<file path="src/rtl/lutmem_pkg.sv">
`timescale 1ns/1ps
package lutmem_pkg;

    typedef enum logic [1:0] {
        MODE_LOGIC = 2'b00,
        MODE_RAM   = 2'b01,
        MODE_ROM   = 2'b10,
        MODE_SHIFT = 2'b11
    } cell_mode_e;

    typedef struct packed {
        cell_mode_e mode;
        logic       en;
        logic       data;
    } wr_op_t;

    function automatic logic mode_is_mutable(input cell_mode_e m);
        return (m == MODE_RAM) || (m == MODE_SHIFT);
    endfunction

endpackage

</file>
<file path="src/rtl/lutmem_wrctl.sv">
`timescale 1ns/1ps
module lutmem_wrctl
    import lutmem_pkg::*;
#(
    parameter int DEPTH = 32,
    localparam int AW   = $clog2(DEPTH)
) (
    input  wr_op_t           op,
    input  logic [AW-1:0]    addr,
    input  logic [DEPTH-1:0] cur,
    output logic [DEPTH-1:0] nxt
);

    always_comb begin
        nxt = cur;
        if (op.en && mode_is_mutable(op.mode)) begin
            if (op.mode == MODE_SHIFT) begin
                nxt = {cur[DEPTH-2:0], op.data};
            end else begin
                nxt[addr] = op.data;
            end
        end
    end

endmodule

</file>
<file path="src/rtl/lutmem_store.sv">
`timescale 1ns/1ps
module lutmem_store #(
    parameter int          DEPTH = 32,
    parameter logic [63:0] INIT  = 64'h0
) (
    input  logic             clk,
    input  logic             rst,
    input  logic [DEPTH-1:0] d,
    output logic [DEPTH-1:0] q
);

    always_ff @(posedge clk) begin
        if (rst) begin
            q <= INIT[DEPTH-1:0];
        end else begin
            q <= d;
        end
    end

endmodule

</file>
<file path="src/rtl/lutmem_cell.sv">
`timescale 1ns/1ps
module lutmem_cell
    import lutmem_pkg::*;
#(
    parameter int          DEPTH = 32,
    parameter logic [63:0] INIT  = 64'h1F3C_A5E0_96D2_4B87,
    localparam int         AW    = $clog2(DEPTH)
) (
    input  logic          clk,
    input  logic          rst,
    input  logic [1:0]    mode,
    input  logic [AW-1:0] rd_addr,
    input  logic [AW-1:0] wr_addr,
    input  logic          wr_data,
    input  logic          wr_en,
    output logic          rd_data,
    output logic          cascade_out
);

    logic [DEPTH-1:0] store_q;
    logic [DEPTH-1:0] store_d;
    wr_op_t           op;

    assign op.mode = cell_mode_e'(mode);
    assign op.en   = wr_en;
    assign op.data = wr_data;

    lutmem_wrctl #(.DEPTH(DEPTH)) u_wrctl (
        .op   (op),
        .addr (wr_addr),
        .cur  (store_q),
        .nxt  (store_d)
    );

    lutmem_store #(.DEPTH(DEPTH), .INIT(INIT)) u_store (
        .clk (clk),
        .rst (rst),
        .d   (store_d),
        .q   (store_q)
    );

    assign rd_data     = store_q[rd_addr];
    assign cascade_out = store_q[DEPTH-1];

endmodule

</file>
<file path="config.mk">
export PLATFORM = sky130hd
export DESIGN_NAME = lutmem_cell
export DESIGN_NICKNAME = d
export VERILOG_FILES = /design/src/rtl/lutmem_pkg.sv /design/src/rtl/lutmem_wrctl.sv /design/src/rtl/lutmem_store.sv /design/src/rtl/lutmem_cell.sv
export SDC_FILE = /design/constraint.sdc
export NUM_CORES = 1
export LEC_CHECK = 0
export BUFFER_PORTS_ARGS = -buffer_cell sky130_fd_sc_hd__buf_2
export CAP_MARGIN = 20
export CORE_AREA = 5 5 98 100
export CTS_BUF_LIST = sky130_fd_sc_hd__clkbuf_4 sky130_fd_sc_hd__clkbuf_8
export DETAILED_ROUTE_END_ITERATION = 16
export DIE_AREA = 0 0 103 105
export GPL_TIMING_DRIVEN = 1
export PLACE_DENSITY = 0.54
export SKIP_LAST_GASP = 1
export SLEW_MARGIN = 10
export SYNTH_ARGS = -nofsm -noshare
export SYNTH_HDL_FRONTEND = slang
export SYNTH_SLANG_ARGS = --single-unit
</file>
<file path="constraint.sdc">
create_clock -name clk -period 3.1 [get_ports clk]
set_input_delay 0.31 -clock clk [delete_from_list [all_inputs] [get_ports clk]]
set_output_delay 0.31 -clock clk [all_outputs]
set_load 0.01 [all_outputs]
</file>
# After elaboration in Yosys (flattened, before gate mapping)
# Index checks and enable logic that the tools add are counted.
[classes]
magnitude_cmp = 3
multipliers = 0
reduce_logical = 3
div = 0
shifts = 0
n_eq_ne = 2
n_addsub = 0
n_bitwise = 0
n_mux = 6
[op_table]
columns = ["operator", "n"]
rows = [
  ["32-bit bitwise mux", 1],
  ["32-bit two-way mux", 1],
  ["5-bit by 6-bit less-than comparator with 1-bit output, second input constant", 2],
  ["1-bit binary-select mux with 5-bit select", 1],
  ["1-bit demux with 5-bit select", 1],
  ["5-bit by 1-bit >= comparator with 1-bit output, second input constant", 1],
  ["2-bit by 1-bit equality test with 1-bit output, second input constant", 1],
  ["2-bit equality test, second input constant", 1],
  ["1-bit logical AND", 2],
  ["1-bit two-way mux", 2],
  ["1-bit logical OR", 1],
]
[totals]
latch_bits = 0
output_inout_bits = 2
word_cells = 15
memories = 0
ramBits = 0
romBits = 0
inputBits = 16
regBits = 32

# Longest topological paths before layout
[logic_depth]
ltp_word = 6
ltp_mapped = 7
mapped_depth_nobuf = 5

# Hierarchy
# Synthesis repeated with hierarchy kept, for this count alone.
[unflattened]
hier_cells = 314
area_unflattened_um2 = 2560.0
[by_module_without_submodules]
columns = ["mod", "seq_area_each_um2", "cells_each", "n_inst", "area_each_um2"]
rows = [
  ["lutmem_wrctl", 0.0, 206, 1, 1363.8],
  ["lutmem_store", 640.6, 67, 1, 870.8],
  ["lutmem_cell", 0.0, 41, 1, 325.3],
]

# Least setup slack after synthesis
# OpenSTA, ideal clock, no wires.
[synth_path]
path_type = "input -> output"
startpoint = "input rd_addr[1]"
endpoint = "output rd_data"
path_slack_ps = 1428
path_buffers = 2
cell_stages = 7
required_time_ps = 2790
t_arrival_ps = 1362
path_cell_list = "buf_2 -> buf_6 -> mux2i_1 -> a22oi_1 -> nand3_1 -> nand2_1 -> a311o_1"
[synth_via]
elab_chain_cells = 2
[synth_rtl]
columns = ["item", "line", "text"]
rows = [
  ["start, declared", "lutmem_cell.sv:12", "input logic [AW-1:0] rd_addr,"],
  ["1-bit binary-select mux with 5-bit select", "lutmem_cell.sv:42", "assign rd_data = store_q[rd_addr];"],
  ["1-bit two-way mux (not written as such)", "lutmem_cell.sv:42", ""],
  ["end, declared", "lutmem_cell.sv:16", "output logic rd_data,"],
]
# Every way passes these cells. The select of a mux whose other input is x is not followed.

# Worst setup path in the final report
# Same ends and word-level chain as after synthesis.

==> flow_results.org <==
** Worst setup path
- For flop-to-flop paths, the worst setup slack is 2.34 ns.
- STA classifies the critical path startpoint as an input port.
- The worst setup path is of the in2out kind.
- Data on the critical path is required at its endpoint by 2.79 ns.
- For the worst setup path, the data arrival time is 1.73 ns.
- Element type at the critical path end :: output port
- Maximum fanout count along the critical path :: 16

** Power
- Power spread over the standard cell area amounts to 382.0 mW/mm².
- IR analysis of the VDD net gives a maximum drop of 134.9 µV.
- In this run the static leakage power is 0.0009778 µW.

** Global routing
- Global routing usage summed across all routing layers :: 13.83%
- The via count of the first global-routing pass was 2143.
- Entering global routing, the biggest net connects 63 pins.
- Global-route wire length before repair :: 11650 µm
- The total overflow left after global routing is 0.
- Antenna violations before repair :: 0

** Floorplan
- Count of standard-cell rows :: 34
- Starting density of the core :: 29.00%
- The floorplan step set the die height to 105 µm.
- Num ports :: 18
- The die covers 0.01082 mm².
- The floorplan step set the die width to 103 µm.
- Core Footprint :: 0.008593 mm²

** Clocking
- Clock tree synthesis selected as its root buffer the cell clkbuf_8.
- # Post-CTS Setup Buffers :: 0
- Counting every sink on the clock net gives 32.
- Resized cells post-CTS :: 0
- TritonCTS Buffers :: 5
- The H-tree was split into 2 levels.
- CTS tree :: yes
- Hold buffer count at cts :: 0
- Worst-skew pair later-pin latency :: 0.29 ns
- The clock passes through at most 2 buffers.
- After clock tree synthesis, the clock-pin slew on the worst setup and hold paths is 0.07 ns.

** Timing
- On the final layout, the worst hold slack is 0.3719 ns.
- Number of slew-limit violations in the final report :: 0
- Max_slew headroom :: 50.95%
- Post-route clock skew :: 0.004848 ns
- RSZ-0062 raised after global routing :: no
- Setup violations remaining at the end of the flow were counted as 0.
- Peak clock frequency supported by timing :: 490.4 MHz
- Minimum clock period :: 2.039 ns
- Setup WS post-layout :: 1.061 ns
- Setup Total Neg Slack :: 0 ns
- Final hold viol count :: 0
- In the finished design, the share of the clock period the worst path needs comes to 65.78%.
- For the pin with the worst max-slew slack, the measured transition is 0.7357 ns.

** Routing
- The first detailed-routing pass ran for 4 iterations.
- Total Routed Length :: 7328 µm
- Drt first-iter violations :: 123
- After detailed routing, the number of vias per cell comes to 5.493.
- Drc violations :: 0
- Summing over every cut layer, the via total after detailed routing is 2340.
- Antenna-violating nets left :: 0
- In the final routed layout, each cell accounts on average for 17.20 µm.

** Logic synthesis
- Yosys warnings :: 0
- Post-synthesis sequential area ratio :: 25.70%
- In this run, distinct cell masters in the synthesized netlist total 33.
- For this run, the leading register cell type out of synthesis is dfxtp_1.
- EDFF count, synth :: 0
- Number of nets produced by synthesis :: 332
- After synthesis the cells add up to 0.002492 mm².
- Counting flops and latches in the post-synthesis netlist gives 32.
- Number of instances in the synthesized netlist :: 316
- Synth async-reset ratio :: 0%
- A synthesized cell averages 7.887 µm².

** Final layout
- Biggest registers after layout :: u_store.q: 32 flops
- Max FFs per register :: 32
- Measured on the finished design, the core utilization comes to 31.06%.
- Final-stage net count :: 334
- u_store.q holds more flip-flops than any other register.
- Ant diodes :: 0
- The area growth from synthesis to layout is 7.078%.
- Counting the fill cells in the layout gives 931.
- The post-route netlist has 20.75% of its cells at a drive strength greater than 1.

** Run status
- The flow ran to the end, and the final reports show no timing, DRC or antenna violations.

** Place
- Prior to clock tree synthesis, the placed netlist has a worst setup slack of 1.040 ns.
- Detailed placement HPWL :: 4690 µm
- The congestion estimate from routability-driven global placement came to 0.7852.
- The count of buffers added on input and output ports is 17.

** Run
- Max Cap Violations :: 0

** Hold path
- The tightest min-delay check is of the in2reg type.
## routing by layer
metal	share of wire, %	wire length, µm	vias to the layer above	track usage, %
li1	-	-	1149	-
met1	50	3629	1121	20.88
met2	44	3219	59	19.07
met5	0	0	-	0
met3	5.2	380	11	3.065
met4	1.4	99	0	4.625
## layout by cell type, fill, tap and decap left out, types with 2 or more instances in the layout
cell	instances
a21oi_1	33
a22oi_1	4
a31oi_1	2
and2_1	2
and3b_1	3
buf_2	17
buf_4	2
clkbuf_8	5
dfxtp_1	32
mux2i_1	16
nand2_1	41
nand2_4	3
nand3_1	3
nand3b_1	4
nor2_1	66
nor2b_1	5
nor3_2	16
nor3b_2	3
o21bai_2	14
o311a_1	31
or3b_1	2
## cells in the mapped netlist, types with 2 or more instances
| library cell | instances | area share (%) |
|---|---|---|
| nor2b_1 | 5 | 1.3 |
| a22oi_1 | 4 | 1.2 |
| nand3_1 | 3 | 0.60 |
| o311a_1 | 31 | 12 |
| or3b_1 | 2 | 0.70 |
| mux2i_1 | 16 | 6.4 |
| nand3b_1 | 4 | 1.2 |
| nor2_1 | 66 | 9.9 |
| o21bai_2 | 14 | 6.3 |
| buf_2 | 2 | 0.40 |
| buf_6 | 7 | 3.2 |
| and3b_1 | 3 | 1.1 |
| a31oi_1 | 2 | 0.50 |
| and2_1 | 2 | 0.50 |
| nor3b_2 | 3 | 1.5 |
| nand2_1 | 41 | 6.2 |
| nor3_2 | 16 | 6.4 |
| buf_4 | 5 | 1.5 |
| clkbuf_1 | 11 | 1.7 |
| dfxtp_1 | 32 | 26 |
| nand2_4 | 3 | 1.4 |
| a21oi_1 | 33 | 6.6 |
## logic make-up after synthesis
family | after synthesis | synth area share, %
flops | 32 | 25.70
mux | 16 | 6.426
simple gates | 155 | 32.83
compound gates | 88 | 28.31
buf+inv | 25 | 6.727
## final cells by class
| type | instances | area (µm²) | share of cell area [%] |
|---|---|---|---|
| multi-input cells | 259 | 1684 | 63.10 |
| flip-flops and latches | 32 | 640.6 | 24.00 |
| well taps | 108 | 135.1 | 5.063 |
| repair buffers | 20 | 127.6 | 4.782 |
| clock buffers | 6 | 76.32 | 2.860 |
| clock inverters | 1 | 5.005 | 0.1875 |
## worst paths after layout
check / startpoint / to / cells after the start
max: rd_addr[1] / rd_data / 7
min: wr_data / u_store.q[0]$_SDFFE_PP1P_ / 3
max reg2reg: u_store.q[5]$_SDFFE_PP0P_ / u_store.q[6]$_SDFFE_PP0P_ / 3
min reg2reg: u_store.q[0]$_SDFFE_PP1P_ / u_store.q[0]$_SDFFE_PP1P_ / 2
## where the power goes
part	internal, µW	switching [µW]
registers	433	19.0
logic	91.2	145
clock network	162	170
## worst max-delay path, cell delays in order
cell      delay (ns)
buf_2           0.40
mux2i_1         0.24
a22oi_1         0.10
nand4b_1        0.11
a21oi_1         0.05
a311o_1         0.35
buf_2           0.15
## through the flow
stage / instances / instance area, µm² / total power, µW
global route: 426 / 2669 / 1064
CTS: 426 / 2669 / 1020
global placement: 418 / 2560 / 687.8
detailed placement: 419 / 2587 / 694.8
floorplan: 316 / 2492 / 637.5
finish: 426 / 2669 / 1020
No activity file was read; power rests on OpenSTA's default activity.
